<file path="src/rtl/fpg_pkg.sv">
package fpg_pkg;
    typedef enum logic [1:0] {
        ST_OFF  = 2'd0,
        ST_HOLD = 2'd1,
        ST_RUN  = 2'd2
    } fpg_state_e;
endpackage

</file>
<file path="src/rtl/fpg_phase_acc.sv">
// Phase accumulator: adds the serial period on each step, wraps at the sample period.
module fpg_phase_acc #(
    parameter int PER_W = 12
) (
    input  logic             clk,
    input  logic             rst_n,
    input  logic             clear,
    input  logic             step,
    input  logic [PER_W-1:0] period,
    input  logic [PER_W-1:0] incr,
    output logic             hit,
    output logic [PER_W-1:0] phase
);
    logic [PER_W:0] sum;
    logic [PER_W:0] wrapped;

    always_comb begin
        sum     = {1'b0, phase} + {1'b0, incr};
        hit     = (sum >= {1'b0, period});
        wrapped = sum - {1'b0, period};
    end

    always_ff @(posedge clk or negedge rst_n) begin
        if (!rst_n) begin
            phase <= '0;
        end else if (clear) begin
            phase <= '0;
        end else if (step) begin
            phase <= hit ? wrapped[PER_W-1:0] : sum[PER_W-1:0];
        end
    end
endmodule

</file>
<file path="src/rtl/fpg_holdoff.sv">
// Counts serial edges after release until the programmed latency is reached.
module fpg_holdoff #(
    parameter int LAT_W = 8
) (
    input  logic             clk,
    input  logic             rst_n,
    input  logic             clear,
    input  logic             step,
    input  logic [LAT_W-1:0] limit,
    output logic             done
);
    logic [LAT_W-1:0] cnt;

    assign done = (cnt == limit);

    always_ff @(posedge clk or negedge rst_n) begin
        if (!rst_n) begin
            cnt <= '0;
        end else if (clear) begin
            cnt <= '0;
        end else if (step && !done) begin
            cnt <= cnt + 1'b1;
        end
    end
endmodule

</file>
<file path="src/rtl/fpg_word_track.sv">
// Follows a word after each frame start and flags the serial cycle of its last bit.
module fpg_word_track #(
    parameter int WORD_BITS = 32
) (
    input  logic clk,
    input  logic rst_n,
    input  logic clear,
    input  logic step,
    input  logic start,
    output logic last
);
    localparam int CNT_W = (WORD_BITS > 2) ? $clog2(WORD_BITS) : 1;
    localparam logic [CNT_W-1:0] LAST_IDX = CNT_W'(WORD_BITS - 1);

    logic [CNT_W-1:0] bit_idx;
    logic             busy;

    assign last = busy && (bit_idx == LAST_IDX);

    always_ff @(posedge clk or negedge rst_n) begin
        if (!rst_n) begin
            busy    <= 1'b0;
            bit_idx <= '0;
        end else if (clear) begin
            busy    <= 1'b0;
            bit_idx <= '0;
        end else if (step) begin
            if (start) begin
                busy    <= 1'b1;
                bit_idx <= '0;
            end else if (busy) begin
                if (bit_idx == LAST_IDX) begin
                    busy <= 1'b0;
                end else begin
                    bit_idx <= bit_idx + 1'b1;
                end
            end
        end
    end
endmodule

</file>
<file path="src/rtl/frame_pulse_gen.sv">
module frame_pulse_gen
    import fpg_pkg::*;
#(
    parameter int PER_W     = 12,
    parameter int LAT_W     = 8,
    parameter int WORD_BITS = 32
) (
    input  logic             clk,
    input  logic             rst_n,
    input  logic             sclk_rise,
    input  logic             sleep,
    input  logic             chan_reset,
    input  logic [PER_W-1:0] interp,
    input  logic [PER_W-1:0] sclk_per,
    input  logic [LAT_W-1:0] reset_lat,
    input  logic             ext_mode,
    input  logic             ext_src,
    input  logic             out_sel_end,
    input  logic             frame_pin,
    input  logic             prev_frame_end,
    output logic             frame_out,
    output logic             frame_start,
    output logic             frame_end
);
    fpg_state_e       state_q, state_nx;
    logic             active;
    logic             ext_bit;
    logic             acc_hit;
    logic [PER_W-1:0] acc_val;
    logic             hold_done;
    logic             word_last;
    logic             req_q;

    assign active  = !sleep && !chan_reset;
    assign ext_bit = ext_src ? prev_frame_end : frame_pin;

    fpg_phase_acc #(.PER_W(PER_W)) u_acc (
        .clk    (clk),
        .rst_n  (rst_n),
        .clear  (state_q != ST_RUN),
        .step   (sclk_rise && active && !ext_mode && state_q == ST_RUN),
        .period (interp),
        .incr   (sclk_per),
        .hit    (acc_hit),
        .phase  (acc_val)
    );

    fpg_holdoff #(.LAT_W(LAT_W)) u_hold (
        .clk   (clk),
        .rst_n (rst_n),
        .clear (state_q != ST_HOLD),
        .step  (sclk_rise && state_q == ST_HOLD),
        .limit (reset_lat),
        .done  (hold_done)
    );

    fpg_word_track #(.WORD_BITS(WORD_BITS)) u_word (
        .clk   (clk),
        .rst_n (rst_n),
        .clear (!active || state_q == ST_OFF),
        .step  (sclk_rise),
        .start (req_q),
        .last  (word_last)
    );

    // State register
    always_ff @(posedge clk or negedge rst_n) begin
        if (!rst_n) begin
            state_q <= ST_OFF;
        end else begin
            state_q <= state_nx;
        end
    end

    // Next-state logic
    always_comb begin
        state_nx = state_q;
        unique case (state_q)
            ST_OFF:  if (active) state_nx = ST_HOLD;
            ST_HOLD: begin
                if (!active)                     state_nx = ST_OFF;
                else if (sclk_rise && hold_done) state_nx = ST_RUN;
            end
            ST_RUN:  if (!active) state_nx = ST_OFF;
            default: state_nx = ST_OFF;
        endcase
    end

    // Frame slot register, updated once per serial edge
    always_ff @(posedge clk or negedge rst_n) begin
        if (!rst_n) begin
            req_q <= 1'b0;
        end else if (!active || state_q == ST_OFF) begin
            req_q <= 1'b0;
        end else if (sclk_rise) begin
            unique case (state_q)
                ST_HOLD: req_q <= hold_done ? (ext_mode ? ext_bit : 1'b1) : 1'b0;
                ST_RUN:  req_q <= ext_mode ? ext_bit : acc_hit;
                default: req_q <= 1'b0;
            endcase
        end
    end

    // Outputs
    always_comb begin
        frame_start = active && req_q;
        frame_end   = active && word_last;
        frame_out   = out_sel_end ? frame_end : frame_start;
    end
endmodule

</file>
<file path="config.mk">
export PLATFORM = sky130hd
export DESIGN_NAME = frame_pulse_gen
export DESIGN_NICKNAME = d
export VERILOG_FILES = /design/src/rtl/fpg_pkg.sv /design/src/rtl/fpg_phase_acc.sv /design/src/rtl/fpg_holdoff.sv /design/src/rtl/fpg_word_track.sv /design/src/rtl/frame_pulse_gen.sv
export SDC_FILE = /design/constraint.sdc
export NUM_CORES = 1
export LEC_CHECK = 0
export BUFFER_PORTS_ARGS = -buffer_cell sky130_fd_sc_hd__buf_2
export CAP_MARGIN = 20
export CORE_ASPECT_RATIO = 1.2
export CORE_UTILIZATION = 35
export DETAILED_ROUTE_END_ITERATION = 12
export GPL_ROUTABILITY_DRIVEN = 0
export PLACE_DENSITY_LB_ADDON = 0.12
export SETUP_SLACK_MARGIN = 0.02
export SLEW_MARGIN = 20
export SYNTH_ARGS = -nofsm -noshare
export SYNTH_HDL_FRONTEND = slang
export SYNTH_SLANG_ARGS = --single-unit
export TNS_END_PERCENT = 30
</file>
<file path="constraint.sdc">
create_clock -name clk -period 4.3 [get_ports clk]
set_input_delay 0.43 -clock clk [delete_from_list [all_inputs] [get_ports clk]]
set_output_delay 0.43 -clock clk [all_outputs]
set_load 0.03 [all_outputs]
</file>
======== Word-level counts from Yosys, hierarchy flattened ========
Index checks and enable logic that the tools add are counted.
Widths: inputs -> output; s select.
word-level totals
  register bits ........................... 29
  bits in latches ......................... 0
  bits in writable memories ............... 0
  ROM bits ................................ 0
  output and inout port bits .............. 3
  memories kept ........................... 0
cells by class
  $add $sub $neg .......................... 4
  $mul .................................... 0
  divide/modulo/power cells ............... 0
  magnitude comparators ................... 1
  equality and inequality tests ........... 10
  shifts and indexed selects .............. 0
  multiplexer cells ....................... 28
  bitwise gates (word level) .............. 0
  reduce and logical (&&, ||, !) cells .... 23
operators with widths
  cell                 number
  $mux 12              3
  $mux 5               5
  $mux 8               2
  $add 12x12->13       1
  $ge 13x12->1         1
  $mux 1               12
  $sub 12x12->12       1
  $logic_and 1x1->1    10
  $add 8x1->8 const B  1
  $eq 8x8->1           1
  $mux 2               4
  $ne 2x2->1 const B   3
  $ne 3x2->1 const B   2
  $pmux 2 s3           1
  $reduce_and 3->1     2
  $reduce_bool 2->1    3
  $add 5x1->5 const B  1
  $eq 5x5->1 const B   1
  $logic_not 1->1      5
  $reduce_bool 3->1    1
  $eq 2x1->1 const B   1
  $eq 2x2->1 const B   1
  $logic_not 2->1      1
  $ne 2x1->1 const B   1
  2 further kinds      2

======== Longest topological paths before layout ========
Gate-level depths: netlist (run 1).
  depth in word-level cells ............... 7
  mapped depth ............................ 16

======== Hierarchy ========
A second synthesis (run 1) with hierarchy kept.
unflattened totals
  cells, all modules ...................... 342
  area total of the unflattened synthesis .. 2944.1 µm²
by module, submodules not included
  module           times used  cells an instance  area each (µm²)
  fpg_phase_acc    1           213                1715.4
  fpg_holdoff      1           55                 548.0
  fpg_word_track   1           39                 371.6
  frame_pulse_gen  1           35                 309.0

======== Worst setup path before layout (run 1) ========
OpenSTA, ideal clock, no wires.
  path kind ............................... input to register
  from .................................... in sclk_per[0]
  to ...................................... reg u_acc.phase[11]
  arrival ................................. 3.484 ns
  required time ........................... 4.159 ns
  path slack .............................. 0.675 ns
  stages on the path ...................... 14
  cell sequence ........................... ha_1 > fa_1 > a211oi_2 > nor2_1 > o31a_1 > a21oi_1 > ha_1 > a21o_1 > or4_4 > a21boi_2 > a22oi_2 > buf_2 > o311ai_1 > a31oi_1
on the way
  word-level cells in the longest chain between the ends .. 5
  elaborated cells on any way between the ends .. 6
  classes of those cells .................. add/sub: 2; order compare: 1; mux: 3
ends and longest elaborated chain
  item                                                   line                                      text
  from (decl)                                            frame_pulse_gen.sv:14                     input logic [PER_W-1:0] sclk_per,
  $add 12x12->13 *                                       fpg_phase_acc.sv:18                       sum = {1'b0, phase} + {1'b0, incr};
  $sub 12x12->12 / $ge 13x12->1 (equally long branches)  fpg_phase_acc.sv:20, fpg_phase_acc.sv:19
  $mux 12 *                                              fpg_phase_acc.sv:29                       phase <= hit ? wrapped[PER_W-1:0] : sum[PER_W-1:0];
  $mux 12 *                                              fpg_phase_acc.sv:28                       end else if (step) begin
  $mux 12 *                                              fpg_phase_acc.sv:26                       end else if (clear) begin
  to (signal assigned)                                   fpg_phase_acc.sv:29
  to (decl)                                              fpg_phase_acc.sv:12                       output logic [PER_W-1:0] phase
Every way passes the cells marked *; elsewhere a longest branch is shown, timed or not. The select of a mux whose other input is x is not followed.
A chain may end at the register's enable or synchronous reset.

======== Worst setup path in the final report (run 1) ========
  from .................................... reg u_acc.phase[0]
  to ...................................... reg u_acc.phase[1]
on the way
  word-level cells in the longest chain between the ends .. 5
  elaborated cells on any way between the ends .. 6
  classes of those cells .................. add/sub: 2; order compare: 1; mux: 3
ends and longest elaborated chain
  item                                                   line
  $add 12x12->13 *                                       fpg_phase_acc.sv:18
  $sub 12x12->12 / $ge 13x12->1 (equally long branches)  fpg_phase_acc.sv:20, fpg_phase_acc.sv:19
  $mux 12 *                                              fpg_phase_acc.sv:29
  $mux 12 *                                              fpg_phase_acc.sv:28
  $mux 12 *                                              fpg_phase_acc.sv:26
Marks and branches as above.

==> results by group, run 1 <==
Outcome
  • Status: completed

Logic synthesis
  • Netlist cell types: 60
  • Top cell type's share of synthesized area: 25.27%
  • Synth area leader: dfrtp_1
  • #FFs+latches synth: 29
  • Synth warn: 0
  • Syn Inst Count: about 340
  • Async set or reset register ratio after synthesis: 100.0%
  • Mapped Nets: 415
  • Seq/Total Area, Yosys: 25.27%
  • Top FF cell, synth: dfrtp_1
  • Synth Cell Area: 0.002872 sq mm
  • Area contributors post-synth: dfrtp_1 (25%), ha_1 (13%), xnor2_1 (4.6%)
  • Mean Syn Cell Area: 8.421 sq um
  • EDFF count, synth: 0

Layout
  • Final instance area: 0.003257 sq mm
  • Antenna Cells: 0
  • Layout area overhead: 13.42%
  • Fin nets: 454
  • Layout cells sized above 1: 17.85%

Clock tree
  • Clk root buf: clkbuf_8
  • Cts bufs inserted: 5
  • Hold bufs inserted after CTS: 0
  • Clk buf depth: 2
  • Htree depth: 2
  • Worst-Skew Late Latency: approximately 0.28 ns
  • Clock Sink Count: 29
  • CTS tree: done
  • Post-CTS Setup Inserts: 0
  • # resized after CTS: 0
  • Clk slew on worst S/H paths: 0.06 ns

Routing
  • Total number of vias: about 2600
  • DRT iter0 DRCs: 79
  • Post-Route WL: 7032 um
  • DR pass1 iterations: 6
  • DR vias/cell: 5.478
  • Avg WL per Cell: 14.87 um
  • Drt drc: 0
  • Post-route ant nets: 0

Worst setup path
  • Crit path cell chain: ha_1, fa_1, a211oi_2, nor2_1, o31a_1, o22ai_1, xnor2_1, ha_1, nand2_1, nor4_1, a21boi_2, a22oi_2, nor4_1, o32ai_1
  • Setup CP Type: reg2reg
  • Worst Path Buf+Inv: 0
  • CP required: ~4.5 ns
  • Delay of the slowest critical-path stage: 0.49 ns
  • CP Launch Type: flop
  • CP Depth: 14
  • Largest delay share family, worst path: compound AO/OA/AOI/OAI gates
  • Crit path arrival time: between 4 and 5 ns
  • R2r worst-path depth: 14
  • Worst-path fanout max: 11
  • Slowest-stage cell, CP: a22oi_2
  • Setup crit end kind: flop

Power and ir drop
  • Leakage power: 0.001554 uW
  • Pwr/cell area: roughly 280 mW/mm^2
  • VDD IR max: 0.0001084 V
  • Total power: 907.2 uW

Global routing
  • Vias in the first global route: 2553
  • First-pass GRT wire length: 11760 um
  • Largest net degree at the start of global routing: 30
  • Overflow after GRT: 0
  • Initial antenna violation count: 0
  • Total Routing Usage GR: 17.14%

Timing
  • Skew final: 0.005596 ns
  • Peak Freq: ~250 MHz
  • Minimum clock period: 3.990 ns
  • Worst slew pin tran: 0.7588 ns
  • Setup violators final: 0
  • Slew margin rel.: 49.23%
  • Final cycle utilization of the critical path: 92.80%
  • Setup TNS: 0 ns
  • Max Slew Vio Count: 0
  • Final Hold Fails: 0
  • RSZ-0062 raised after global routing: false

Floorplan
  • Rows: 35
  • Chip width: 84.69 um
  • DIE AREA: 0.008572 sq mm
  • Die height: 101.2 um
  • Core box area: 0.007795 sq mm
  • Initial core utilization: ~37%
  • I/O pin cnt: between 40 and 50

Place
  • IO Port Bufs: 44
  • Area of placed instances: 0.003156 sq mm
  • DP HPWL: 5546 um

Min path
  • Min-Delay Path Class: in2async

Run
  • # Max-Cap Violations: 0
logic make-up (layout without fill, tap and decap cells):
logic type               count (synthesis)  in the layout  share of synthesized area (%)
AO/OA/AOI/OAI                           96             96                          23.14
flip-flops                              29             29                          25.27
buffers and inverters                   35             75                          5.229
multiplexers                             5              5                          1.787
adder cells (fa/ha/maj)                 32             32                          14.47
AND/OR/NAND/NOR                        117            117                          21.87
XOR/XNOR                                27             27                          8.235
stage by stage:
stage | hold WS, ns | worst slack [ns] | std cells | utilization (%)
after global routing | 0.2390 | 0.02086 | 473 | 41.78
after floorplan | 0.1344 | 0.6749 | 341 | -
after CTS | 0.2089 | 0.3089 | 473 | 41.78
final | 0.1830 | 0.3098 | 473 | 41.78
after detailed placement | 0.4919 | 0.1633 | 465 | 40.48
after global placement | 0.4590 | 0.2665 | 465 | 40.48
state kept, by name (all words and copies together) (netlist names):
| register | cells |
|---|---|
| req_q | 1 |
| u_hold.cnt | 8 |
| u_acc.phase | 12 |
| u_word.busy | 1 |
| u_word.bit_idx | 5 |
| state_q | 2 |
layer usage:
layer	global-route usage, %	share of wire [%]	vias to the layer above	wire (um)
li1	-	-	1350	-
met2	31.77	49	45	3471
met4	5.737	2.1	0	146
met1	20.45	46	1186	3244
met3	2.282	2.4	10	169
met5	0	0	-	0
layout make-up:
type / count / area (sq um)
clock inverters: 1 / 5.005
well taps: 92 / 115.1
flip-flops and latches: 29 / 725.7
clock buffers: 7 / 96.34
fillers: 832 / 4538
inverters: 21 / 78.83
repair buffers: 46 / 235.2
multi-input cells: 277 / 2001
worst paths after layout:
kind	start	to	slack [ns]
setup / recovery	u_acc.phase[0]	u_acc.phase[1]	0.31
hold / removal	rst_n	u_word.bit_idx[2]	0.18
setup reg to reg	u_acc.phase[0]	u_acc.phase[1]	0.31
hold reg to reg	u_word.bit_idx[3]	u_word.bit_idx[3]	0.49
max in group asynchronous	rst_n	state_q[0]	3.68
min in group clk	u_word.bit_idx[3]	u_word.bit_idx[3]	0.49
cell usage after synthesis (3+ instances only):
| cell type | count |
|---|---|
| or3_1 | 3 |
| and3_1 | 5 |
| dfrtp_1 | 29 |
| a31oi_1 | 12 |
| and2_1 | 8 |
| nor4_1 | 5 |
| mux2i_1 | 4 |
| o31ai_1 | 7 |
| a211oi_1 | 3 |
| nand3_1 | 6 |
| nand4_1 | 19 |
| nor3_1 | 11 |
| nand3b_1 | 4 |
| a21oi_1 | 15 |
| nand2_1 | 20 |
| o21a_1 | 3 |
| a21o_1 | 3 |
| o21ai_0 | 25 |
| nor2_1 | 20 |
| nand2b_1 | 4 |
| xor2_1 | 12 |
| inv_1 | 21 |
| nor2b_1 | 5 |
| xnor2_1 | 15 |
| clkbuf_1 | 8 |
| ha_1 | 30 |
| buf_2 | 3 |
cells in the final DEF, fill, tap and decap left out, types with 12 or more instances in the layout:
cell / Yosys / final
ha_1: 30 / 30
a31oi_1: 12 / 12
inv_1: 21 / 21
o21ai_0: 25 / 25
nor2_1: 20 / 20
buf_2: 3 / 44
xnor2_1: 15 / 15
nand2_1: 20 / 20
a21oi_1: 15 / 15
xor2_1: 12 / 12
nand4_1: 19 / 19
dfrtp_1: 29 / 29
power breakdown:
part / switching (uW) / internal, uW
logic: 204 / 147
registers: 14.0 / 287
clock network: 110 / 145
(Power assumes the default switching activity.)
==> inputs of run 2 (changes only) <==
ABC_AREA = 1   (was unset)
==> results by group, run 2 <==
Clock tree
  • Clk slew on worst S/H paths: 0.07 ns (about the same)
  • Post-CTS Setup Inserts: 0 (unchanged)
  • Worst-Skew Late Latency: 0.28 ns (about the same)
  • Hold bufs inserted after CTS: 0 (unchanged)
  • Clk buf depth: 2 (unchanged)
  • Cts bufs inserted: 5 (unchanged)
  • CTS tree: done
  • Clock Sink Count: 29 (unchanged)
  • Clk root buf: clkbuf_8
  • # resized after CTS: 0 (unchanged)
  • Htree depth: 2 (unchanged)

Routing
  • Total number of vias: 2840 (+9.6%)
  • Drt drc: 0 (unchanged)
  • Post-Route WL: 7408 um (+5.3%)
  • DRT iter0 DRCs: 134 (+70%)
  • Avg WL per Cell: 12.31 um (-17%)
  • Post-route ant nets: 0 (unchanged)
  • DR vias/cell: 4.718 (-14%)
  • DR pass1 iterations: 4 (-2)

Logic synthesis
  • Seq/Total Area, Yosys: 23.97% (-1.3 points)
  • Most frequent cell after synthesis: nand2_1
  • Adder-Cell Fraction of Synth Area: 13.72% (-0.75 points)
  • #FFs+latches synth: 29 (unchanged)
  • Most common library cells after synthesis: nand2_1 (113), inv_1 (66), nor2_1 (45)
  • Netlist cell types: 36 (-40%)
  • Compound-Gate Fraction of Synth Area: 12.64% (-10 points)
  • Area contributors post-synth: dfrtp_1 (24%), nand2_1 (14%), ha_1 (12%)
  • Synth area leader: dfrtp_1
  • EDFF count, synth: 0 (unchanged)
  • Synth Cell Area: 0.003028 sq mm (+5.4%)
  • Top cell type's share of synthesized area: 23.97% (-1.3 points)
  • Synth warn: 0 (unchanged)
  • Mean Syn Cell Area: 6.835 sq um (-19%)
  • Multiplexer share of the synthesized area: 0% (-1.8 points)
  • Syn Inst Count: 443 (+30%)
  • Mapped Nets: 517 (+25%)
  • Async set or reset register ratio after synthesis: 100.0% (unchanged)
  • Largest family of logic cells by synthesized area: simple AND/OR/NAND/NOR gates
  • Top FF cell, synth: dfrtp_1
  • Post-Synth Simple-Gate Area: 32.89% (+11 points)
  • Synth Area in XOR/XNOR: 6.942% (-1.3 points)

Layout
  • Largest register FFs: 12 (unchanged)
  • Biggest regs: u_acc.phase (12), u_hold.cnt (8), u_word.bit_idx (5)
  • Antenna Cells: 0 (unchanged)
  • Biggest register: u_acc.phase
  • Fill cell count: 903 (+8.5%)
  • Commonest cells after routing, fill and taps aside: nand2_1 (113), inv_1 (66), nor2_1 (45)
  • Area of the multi-input gates: 0.002004 sq mm (+0.19%)
  • Register Area: 725.7 sq um (unchanged)
  • Layout area overhead: 13.51% (about the same)
  • Fin nets: 561 (+24%)
  • Layout cells sized above 1: 17.21% (-0.63 points)
  • Finished Layout Cells: 602 (+27%)
  • Commonest non-fill, non-tap cell in the layout: nand2_1

Worst setup path
  • Worst Path Buf+Inv: 0 (unchanged)
  • Crit path arrival time: 3.45 ns (-0.72 ns)
  • Largest delay share family, worst path: simple AND/OR/NAND/NOR gates
  • Slowest-stage cell, CP: fa_1
  • CP required: 4.48 ns (about the same)
  • Setup CP Type: reg2reg
  • CP Launch Type: flop
  • Delay of the slowest critical-path stage: 0.46 ns (-0.03 ns)
  • CP most frequent cell: nand2_1
  • Crit path cell chain: ha_1, fa_1, nand3_1, nand2_2, a21oi_1, or2_2, nand2_1, ha_1, nand2_1, nor2_2, nand3_1, nand3_2, nand2_2, nand2_2, nand2_4, nand2_4, nand2_1, nand3_1, nand2_1
  • Worst-path fanout max: 20 (+9)
  • Setup crit end kind: flop

Global routing
  • Vias in the first global route: 2738 (+7.2%)
  • Overflow after GRT: 0 (unchanged)
  • Largest net degree at the start of global routing: 30 (unchanged)
  • Total Routing Usage GR: 17.37% (+0.22 points)
  • Initial antenna violation count: 0 (unchanged)
  • First-pass GRT wire length: 12340 um (+4.9%)

Floorplan
  • I/O pin cnt: 45 (unchanged)
  • Chip width: 86.91 um (+2.6%)
  • Die height: 103.9 um (+2.6%)
  • DIE AREA: 0.009029 sq mm (+5.3%)
  • Core box area: 0.008243 sq mm (+5.7%)
  • Rows: 36 (+2.9%)
  • Initial core utilization: 36.73% (-0.10 points)

Timing
  • Final cycle utilization of the critical path: 76.13% (-17 points)
  • Minimum clock period: 3.274 ns (-0.7166 ns)
  • Skew final: 0.006271 ns (+0.0006755 ns)
  • Setup violators final: 0 (unchanged)
  • Max Slew Vio Count: 0 (unchanged)
  • Hold WS: 0.1797 ns (-0.003323 ns)
  • Final Hold Fails: 0 (unchanged)
  • RSZ-0062 raised after global routing: false
  • Worst slew pin tran: 0.8293 ns (+0.07050 ns)
  • Peak Freq: 305.5 MHz (+22%)
  • Setup TNS: 0 ns (unchanged)
  • Slew margin rel.: 44.51% (-4.7 points)

Place
  • DP HPWL: 6139 um (+11%)
  • Cell total after placement: 594 (+28%)
  • IO Port Bufs: 44 (unchanged)

Outcome
  • Status: completed

Power and ir drop
  • Pwr/cell area: 266.8 mW/mm^2 (-4.2%)
  • VDD IR max: 0.0001515 V (+40%)
  • Leakage power: 0.001882 uW (+21%)

Min path
  • Min-Delay Path Class: in2async

Run
  • # Max-Cap Violations: 0 (unchanged)
-- run 2: cell families after synthesis --
group	count (synthesis)
compound gates	61
xor+xnor	24
fa+ha+maj	32
buf+inv	73
flops	29
simple gates	224
-- run 2: area by class of cell --
class	count	share of cell area (%)
clock inverter	2	0.4004
timing repair buffer	44	6.407
inverter	66	7.208
sequential	29	21.11
multi-input combinational	341	58.32
clock buffer	6	2.403
tap	114	4.150
-- run 2: worst paths after layout --
kind / depth (start not counted) / to / startpoint / slack, ns
setup / recovery: 19 / u_acc.phase[8] / u_acc.phase[0] / 1.03
hold / removal: 1 / u_acc.phase[9] / rst_n / 0.18
setup reg to reg: 19 / u_acc.phase[8] / u_acc.phase[0] / 1.03
hold reg to reg: 2 / req_q / req_q / 0.48
max in group asynchronous: 1 / req_q / rst_n / 3.67
min in group clk: 4 / state_q[0] / chan_reset / 0.47
-- run 2: through the flow --
stage	area [sq um]	util, %	power (uW)	worst slack, ns
finish	3437	41.70	916.9	1.026
global route	3437	41.70	994.5	0.7849
CTS	3437	41.70	928.8	1.015
detailed placement	3341	40.53	678.8	0.8627
global placement	3341	40.53	677.8	0.9671
floorplan	3028	-	588.7	1.305
-- run 2: where the power goes --
| group | internal [uW] | switching [uW] | total, uW |
|---|---|---|---|
| Sequential | 291 | 15.7 | 307 |
| Clock | 130 | 114 | 244 |
| Combinational | 130 | 237 | 366 |
-- run 2: worst reg2reg max path: cells and delay by family (launching register included) --
family	cells	cell delay [ns]
and+or+nand+nor	15	1.53
AOI/OAI and AO/OA	1	0.16
adders and majority gates	3	1.08
DFF	1	0.39
-- run 2: per-layer routing --
metal	vias to the layer above	track usage, %	share of wire (%)
met4	0	5.357	2.3
met3	13	2.698	3.1
met5	-	0	0
li1	1518	-	-
met2	47	31.38	51
met1	1262	20.60	44
